### config.mk
export PLATFORM = sky130hd
export DESIGN_NAME = irq_queue_ptr_bank
export DESIGN_NICKNAME = d
export VERILOG_FILES = /design/src/rtl/irqq_pkg.sv /design/src/rtl/irqq_wr_decode.sv /design/src/rtl/irqq_queue_slot.sv /design/src/rtl/irqq_pending.sv /design/src/rtl/irqq_rd_mux.sv /design/src/rtl/irq_queue_ptr_bank.sv
export SDC_FILE = /design/constraint.sdc
export NUM_CORES = 1
export LEC_CHECK = 0
export ABC_AREA = 1
export BUFFER_PORTS_ARGS = -buffer_cell sky130_fd_sc_hd__buf_4
export CORE_UTILIZATION = 40
export CTS_CLUSTER_DIAMETER = 100
export CTS_CLUSTER_SIZE = 14
export DETAILED_ROUTE_END_ITERATION = 7
export SLEW_MARGIN = 30
export SYNTH_ARGS = -nofsm -noshare
export SYNTH_HDL_FRONTEND = slang
export SYNTH_SLANG_ARGS = --single-unit
### constraint.sdc
create_clock -name clk -period 3.1 [get_ports clk]
set_input_delay 0.62 -clock clk [delete_from_list [all_inputs] [get_ports clk]]
set_output_delay 0.62 -clock clk [all_outputs]
set_load 0.1 [all_outputs]
### src/rtl/irqq_pkg.sv
// Package: shared constants for the interrupt queue pointer bank.
// Assumes the queues that raise interrupts occupy the lowest indices and
// the silent (non-resumable error) queue is the last one.
package irqq_pkg;

    localparam int QUEUE_CNT     = 4;
    localparam int IRQ_QUEUE_CNT = 3;

    typedef enum logic [1:0] {
        Q_CPU_MSG  = 2'd0,
        Q_DEV_MSG  = 2'd1,
        Q_RES_ERR  = 2'd2,
        Q_NRES_ERR = 2'd3
    } queue_id_e;

endpackage

### src/rtl/irqq_wr_decode.sv
// Module: irqq_wr_decode
// Turns the write strobe and address into one write enable per head and
// per tail pointer. Assumes address bit 0 selects tail, bits SEL_W:1 pick
// the queue, and any higher bit set marks the address as unmapped.
module irqq_wr_decode #(
    parameter int ADDR_W    = 4,
    parameter int QUEUE_CNT = 4
) (
    input  logic              wr_en,
    input  logic [ADDR_W-1:0] wr_addr,
    output logic [QUEUE_CNT-1:0] head_we,
    output logic [QUEUE_CNT-1:0] tail_we
);
    localparam int SEL_W = (QUEUE_CNT > 1) ? $clog2(QUEUE_CNT) : 1;

    logic             mapped;
    logic [SEL_W-1:0] sel;

    // Address split: upper bits must be clear for a mapped location.
    always_comb begin
        sel    = wr_addr[SEL_W:1];
        mapped = (wr_addr[ADDR_W-1:SEL_W+1] == '0) && (int'(sel) < QUEUE_CNT);
    end

    // One-hot enable generation for the addressed pointer.
    always_comb begin
        head_we = '0;
        tail_we = '0;
        if (wr_en && mapped) begin
            if (wr_addr[0]) begin
                tail_we[sel] = 1'b1;
            end else begin
                head_we[sel] = 1'b1;
            end
        end
    end

endmodule

### src/rtl/irqq_queue_slot.sv
// Module: irqq_queue_slot
// Holds the head and tail pointers of one queue. Each pointer loads the
// shared write data when its own enable is high. Assumes the enables are
// never both high together.
module irqq_queue_slot #(
    parameter int PTR_W = 64
) (
    input  logic             clk,
    input  logic             rst_n,
    input  logic             head_we,
    input  logic             tail_we,
    input  logic [PTR_W-1:0] wr_data,
    output logic [PTR_W-1:0] head_q,
    output logic [PTR_W-1:0] tail_q
);

    // Head pointer register with synchronous clear.
    always_ff @(posedge clk) begin
        if (!rst_n) begin
            head_q <= '0;
        end else if (head_we) begin
            head_q <= wr_data;
        end
    end

    // Tail pointer register with synchronous clear.
    always_ff @(posedge clk) begin
        if (!rst_n) begin
            tail_q <= '0;
        end else if (tail_we) begin
            tail_q <= wr_data;
        end
    end

endmodule

### src/rtl/irqq_pending.sv
// Module: irqq_pending
// Derives one level interrupt request per interrupting queue, asserted
// while that queue's head and tail differ. Queues at index IRQ_CNT and
// above are not looked at.
module irqq_pending #(
    parameter int PTR_W     = 64,
    parameter int QUEUE_CNT = 4,
    parameter int IRQ_CNT   = 3
) (
    input  logic [PTR_W-1:0] heads [QUEUE_CNT],
    input  logic [PTR_W-1:0] tails [QUEUE_CNT],
    output logic [IRQ_CNT-1:0] irq_vec
);

    for (genvar gi = 0; gi < IRQ_CNT; gi++) begin : g_cmp
        // Non-empty detection for queue gi.
        always_comb begin
            irq_vec[gi] = (heads[gi] != tails[gi]);
        end
    end

endmodule

### src/rtl/irqq_rd_mux.sv
// Module: irqq_rd_mux
// Selects the addressed pointer for the read port, using the same address
// layout as the write decoder. Unmapped addresses read as zero.
module irqq_rd_mux #(
    parameter int PTR_W     = 64,
    parameter int ADDR_W    = 4,
    parameter int QUEUE_CNT = 4
) (
    input  logic [ADDR_W-1:0] rd_addr,
    input  logic [PTR_W-1:0]  heads [QUEUE_CNT],
    input  logic [PTR_W-1:0]  tails [QUEUE_CNT],
    output logic [PTR_W-1:0]  rd_data
);
    localparam int SEL_W = (QUEUE_CNT > 1) ? $clog2(QUEUE_CNT) : 1;

    logic [SEL_W-1:0] sel;
    logic             mapped;

    // Read address split and mapping check.
    always_comb begin
        sel    = rd_addr[SEL_W:1];
        mapped = (rd_addr[ADDR_W-1:SEL_W+1] == '0) && (int'(sel) < QUEUE_CNT);
    end

    // Pointer selection, forced to zero off the map.
    always_comb begin
        rd_data = '0;
        if (mapped) begin
            rd_data = rd_addr[0] ? tails[sel] : heads[sel];
        end
    end

endmodule

### src/rtl/irq_queue_ptr_bank.sv
// Module: irq_queue_ptr_bank (top)
// Register bank for the head/tail pointers of four interrupt queues. It
// raises a level interrupt for each of the first three queues while the
// queue is non-empty (head != tail). The non-resumable error queue is
// storage only. Assumes the caller issues at most one write per cycle.
module irq_queue_ptr_bank #(
    parameter int PTR_W  = 64,
    parameter int ADDR_W = 4
) (
    input  logic              clk,
    input  logic              rst_n,
    input  logic              wr_en,
    input  logic [ADDR_W-1:0] wr_addr,
    input  logic [PTR_W-1:0]  wr_data,
    input  logic [ADDR_W-1:0] rd_addr,
    output logic [PTR_W-1:0]  rd_data,
    output logic              irq_cpu_msg,
    output logic              irq_dev_msg,
    output logic              irq_res_err
);
    import irqq_pkg::*;

    logic [QUEUE_CNT-1:0]     head_we;
    logic [QUEUE_CNT-1:0]     tail_we;
    logic [PTR_W-1:0]         heads [QUEUE_CNT];
    logic [PTR_W-1:0]         tails [QUEUE_CNT];
    logic [IRQ_QUEUE_CNT-1:0] irq_vec;

    irqq_wr_decode #(
        .ADDR_W    (ADDR_W),
        .QUEUE_CNT (QUEUE_CNT)
    ) u_dec (
        .wr_en   (wr_en),
        .wr_addr (wr_addr),
        .head_we (head_we),
        .tail_we (tail_we)
    );

    for (genvar gq = 0; gq < QUEUE_CNT; gq++) begin : g_slot
        irqq_queue_slot #(
            .PTR_W (PTR_W)
        ) u_slot (
            .clk     (clk),
            .rst_n   (rst_n),
            .head_we (head_we[gq]),
            .tail_we (tail_we[gq]),
            .wr_data (wr_data),
            .head_q  (heads[gq]),
            .tail_q  (tails[gq])
        );
    end

    irqq_pending #(
        .PTR_W     (PTR_W),
        .QUEUE_CNT (QUEUE_CNT),
        .IRQ_CNT   (IRQ_QUEUE_CNT)
    ) u_pend (
        .heads   (heads),
        .tails   (tails),
        .irq_vec (irq_vec)
    );

    irqq_rd_mux #(
        .PTR_W     (PTR_W),
        .ADDR_W    (ADDR_W),
        .QUEUE_CNT (QUEUE_CNT)
    ) u_rd (
        .rd_addr (rd_addr),
        .heads   (heads),
        .tails   (tails),
        .rd_data (rd_data)
    );

    // Interrupt outputs, one per interrupting queue.
    always_comb begin
        irq_cpu_msg = irq_vec[Q_CPU_MSG];
        irq_dev_msg = irq_vec[Q_DEV_MSG];
        irq_res_err = irq_vec[Q_RES_ERR];
    end

endmodule

==> impl_results.md <==
* Setup Viol. Count Final at 0
* CP Class: flop to output port
* Worst hold path class: input pin to flop
* Synth area leaders: dfxtp_1, o21ai_0, a21oi_1, nor2_1, nand2_1
* Top cells by count, synth: o21ai_0, nor2_1, nand2_1
* Worst Setup Start Kind: flop
* Vias in the first global route at 21860
* Syn nets at a little under 4000
* Synth warn at 0
* Post-Layout Inst Area at 0.02785 mm^2
* Setup TNS at 0 ps
* Number of synthesized flops with an enable pin at 0
* Total grt overflow at 0
* Status: finished clean
* Core area at between 0.06 and 0.07 mm^2
* Seq/Total Area, Yosys at 41.24%
* Fin. max-slew vios at 0
* Worst Setup End Kind: output port
* CP Max Fanout at 3
* Max_slew headroom at about 39%
* Clock power share at between 30% and 40%
* Post-route ant nets at 0
* Gr usage total at around a quarter
* Logic pwr share at 15.8%
* Std cell rows at a little over 90
* Post-DP HPWL at 50350 um
* WL per Instance at about 18 um
* Die W at between 200 and 300 um
* FILL cells at 6435
* DRT iter0 DRCs at between 1500 and 2000
* Share of the synthesized area in the top cell type at 41.24%
* Largest net degree at the start of global routing at between 100 and 150
* Synthesized flop and latch total at a little over 500
* Lkg Pwr at around 11 nW
* Inserted Clock Buffers at 42
* Syn Inst Count at between 3000 and 4000
* First-pass GRT wire length at ~130000 um
* Power per cell area at roughly 500 mW/mm^2
* CTS tree: done
* Htree depth at 2
* Die H at 251.3 um
* Layout Utilization at approximately 45%
* Peak VDD IR at approximately 0.35 mV
* Area delta synth->final at 12.07%
* Placed instance area at ~0.027 mm^2
* Synth unique cells at 26
* Initial antenna violation count at 3
* Worst slew pin tran at 911.4 ps
* Max-cap violations at 0
* Via density at 5.204
* Total number of vias at roughly 24000
* Nets@finish at 3843
* Crit share post-route at 98.08%
* Mapped Area at around 0.025 mm^2
* Fmax achieved at 0.3289 GHz
* Final hold vios at 0
* Buffer depth of the longest clock path at 3
* Ys flop type: dfxtp_1
* Clock sinks at around 510
* Minimum clock period at about 3000 ps
* Most common cell in the netlist: o21ai_0
* RSZ-0062 raised after global routing: no
* Post-Syn Area per Cell at 6.557 um^2
* Crit path required time at 2480 ps
* Clock Skew at 0 ps
* Worst-path clk slew at about 70 ps
* Drc violations at 0
* Pint at roughly 9.9 mW
* Async SR Flop Fraction at 0%
* Die area at 0.06313 mm^2
* First-pass DRT Iterations at 7
* P_sw at about 4.2 mW
* Routed WL at between 80000 and 90000 um
* IO Count at between 100 and 150
* Sequential Power Share at about 48%
* Share of layout cells above drive strength 1 at approximately 7.3%
* Post-CTS Setup Bufs at 0
* Root Driver: clkbuf_16
* Sw Ratio at between 20 and 30%
* Port bufs at 141
* Synth area leader: dfxtp_1
* Power Total at ~14 mW
* Worst path arrival time at 2420 ps
* Starting Density at 40.35%
* Clk_lat worst skew at approximately 570 ps
* GP Congestion at about 0.8
power groups by stage:
stage | Combinational (mW) | Clock, mW | Sequential [mW]
floorplan | 1.48 | 0 | 6.94
CTS | 2.21 | 5.15 | 6.80
global placement | 2.20 | 0 | 6.95
global route | 2.42 | 5.36 | 6.82
finish | 2.22 | 5.04 | 6.81
detailed placement | 2.21 | 0 | 6.96
cells by family (layout without fill, tap and decap cells):
kind of cell    after synthesis  count (layout)  share of synthesized area (%)
other cells                   0               2                              0
xor+xnor                     30              30                          1.057
flops                       512             512                          41.24
simple gates               1356            1356                          21.69
compound gates             1303            1303                          26.37
buf+inv                     589             569                          9.646
final cells by class:
class | count | area (um^2) | share of cell area [%]
Antenna cell | 2 | 5.005 | 0.01797
Clock buffer | 45 | 1126 | 4.043
Clock inverter | 1 | 8.758 | 0.03145
Inverter | 325 | 1234 | 4.429
Multi-Input combinational cell | 2689 | 12290 | 44.14
Sequential cell | 512 | 10250 | 36.80
Tap cell | 837 | 1047 | 3.760
Timing Repair Buffer | 198 | 1887 | 6.774
what timing repair did:
item / CTS / global route
endpoints found under the hold margin: 0 / 0
resized for setup: 0 / 4
endpoints found under the setup margin: 0 / 2
hold buffers: 0 / 0
sequential cells by signal, summed over array words and instances (netlist names):
register / flops
g_slot.u_slot.tail_q: 256
g_slot.u_slot.head_q: 256
cell usage in the layout, fill, tap and decap left out, drive strengths merged, types with 20 or more instances in the layout:
master,count
a21oi,504
and3,53
buf,197
clkbuf,46
dfxtp,512
inv,318
nand2,522
nand3,110
nor2,670
o21ai,776
o22ai,20
xor2,30
critical path, stage by stage (launching register included):
cell and delay (ps):
dfxtp_1 340, inv_1 70, nand2_1 60, nand2_1 50, nor2_1 150, nand2_1 90, nor2_1 270, nand2_1 220
nor2_1 180, nand2_1 140, buf_4 260
metrics by stage:
stage,instances,hold WS [ps],setup WS (ps)
CTS,4607,284.2,29.91
finish,4609,316.8,59.38
global placement,4561,444.2,317.8
global route,4609,337.4,8.696
detailed placement,4561,449.9,291.5
floorplan,3790,429.5,145.3
metal layers:
layer	vias to the layer above	share of wire, %	global-route usage (%)
met5	-	0	0
met3	125	5.6	3.251
met2	630	46	41.57
li1	12310	-	-
met4	0	2.8	8.171
met1	10920	46	34.48
worst paths after layout:
check                                           start                                        to  slack [ps]  depth (start not counted)
max          g_slot[1].u_slot.tail_q[48]$_SDFFE_PN0P_                               irq_dev_msg          60                         10
min                                       wr_data[55]  g_slot[3].u_slot.head_q[55]$_SDFFE_PN0P_         320                          3
max reg2reg  g_slot[3].u_slot.head_q[37]$_SDFFE_PN0P_  g_slot[3].u_slot.head_q[37]$_SDFFE_PN0P_        2440                          2
min reg2reg  g_slot[3].u_slot.head_q[62]$_SDFFE_PN0P_  g_slot[3].u_slot.head_q[62]$_SDFFE_PN0P_         460                          2
(Power assumes the default switching activity.)
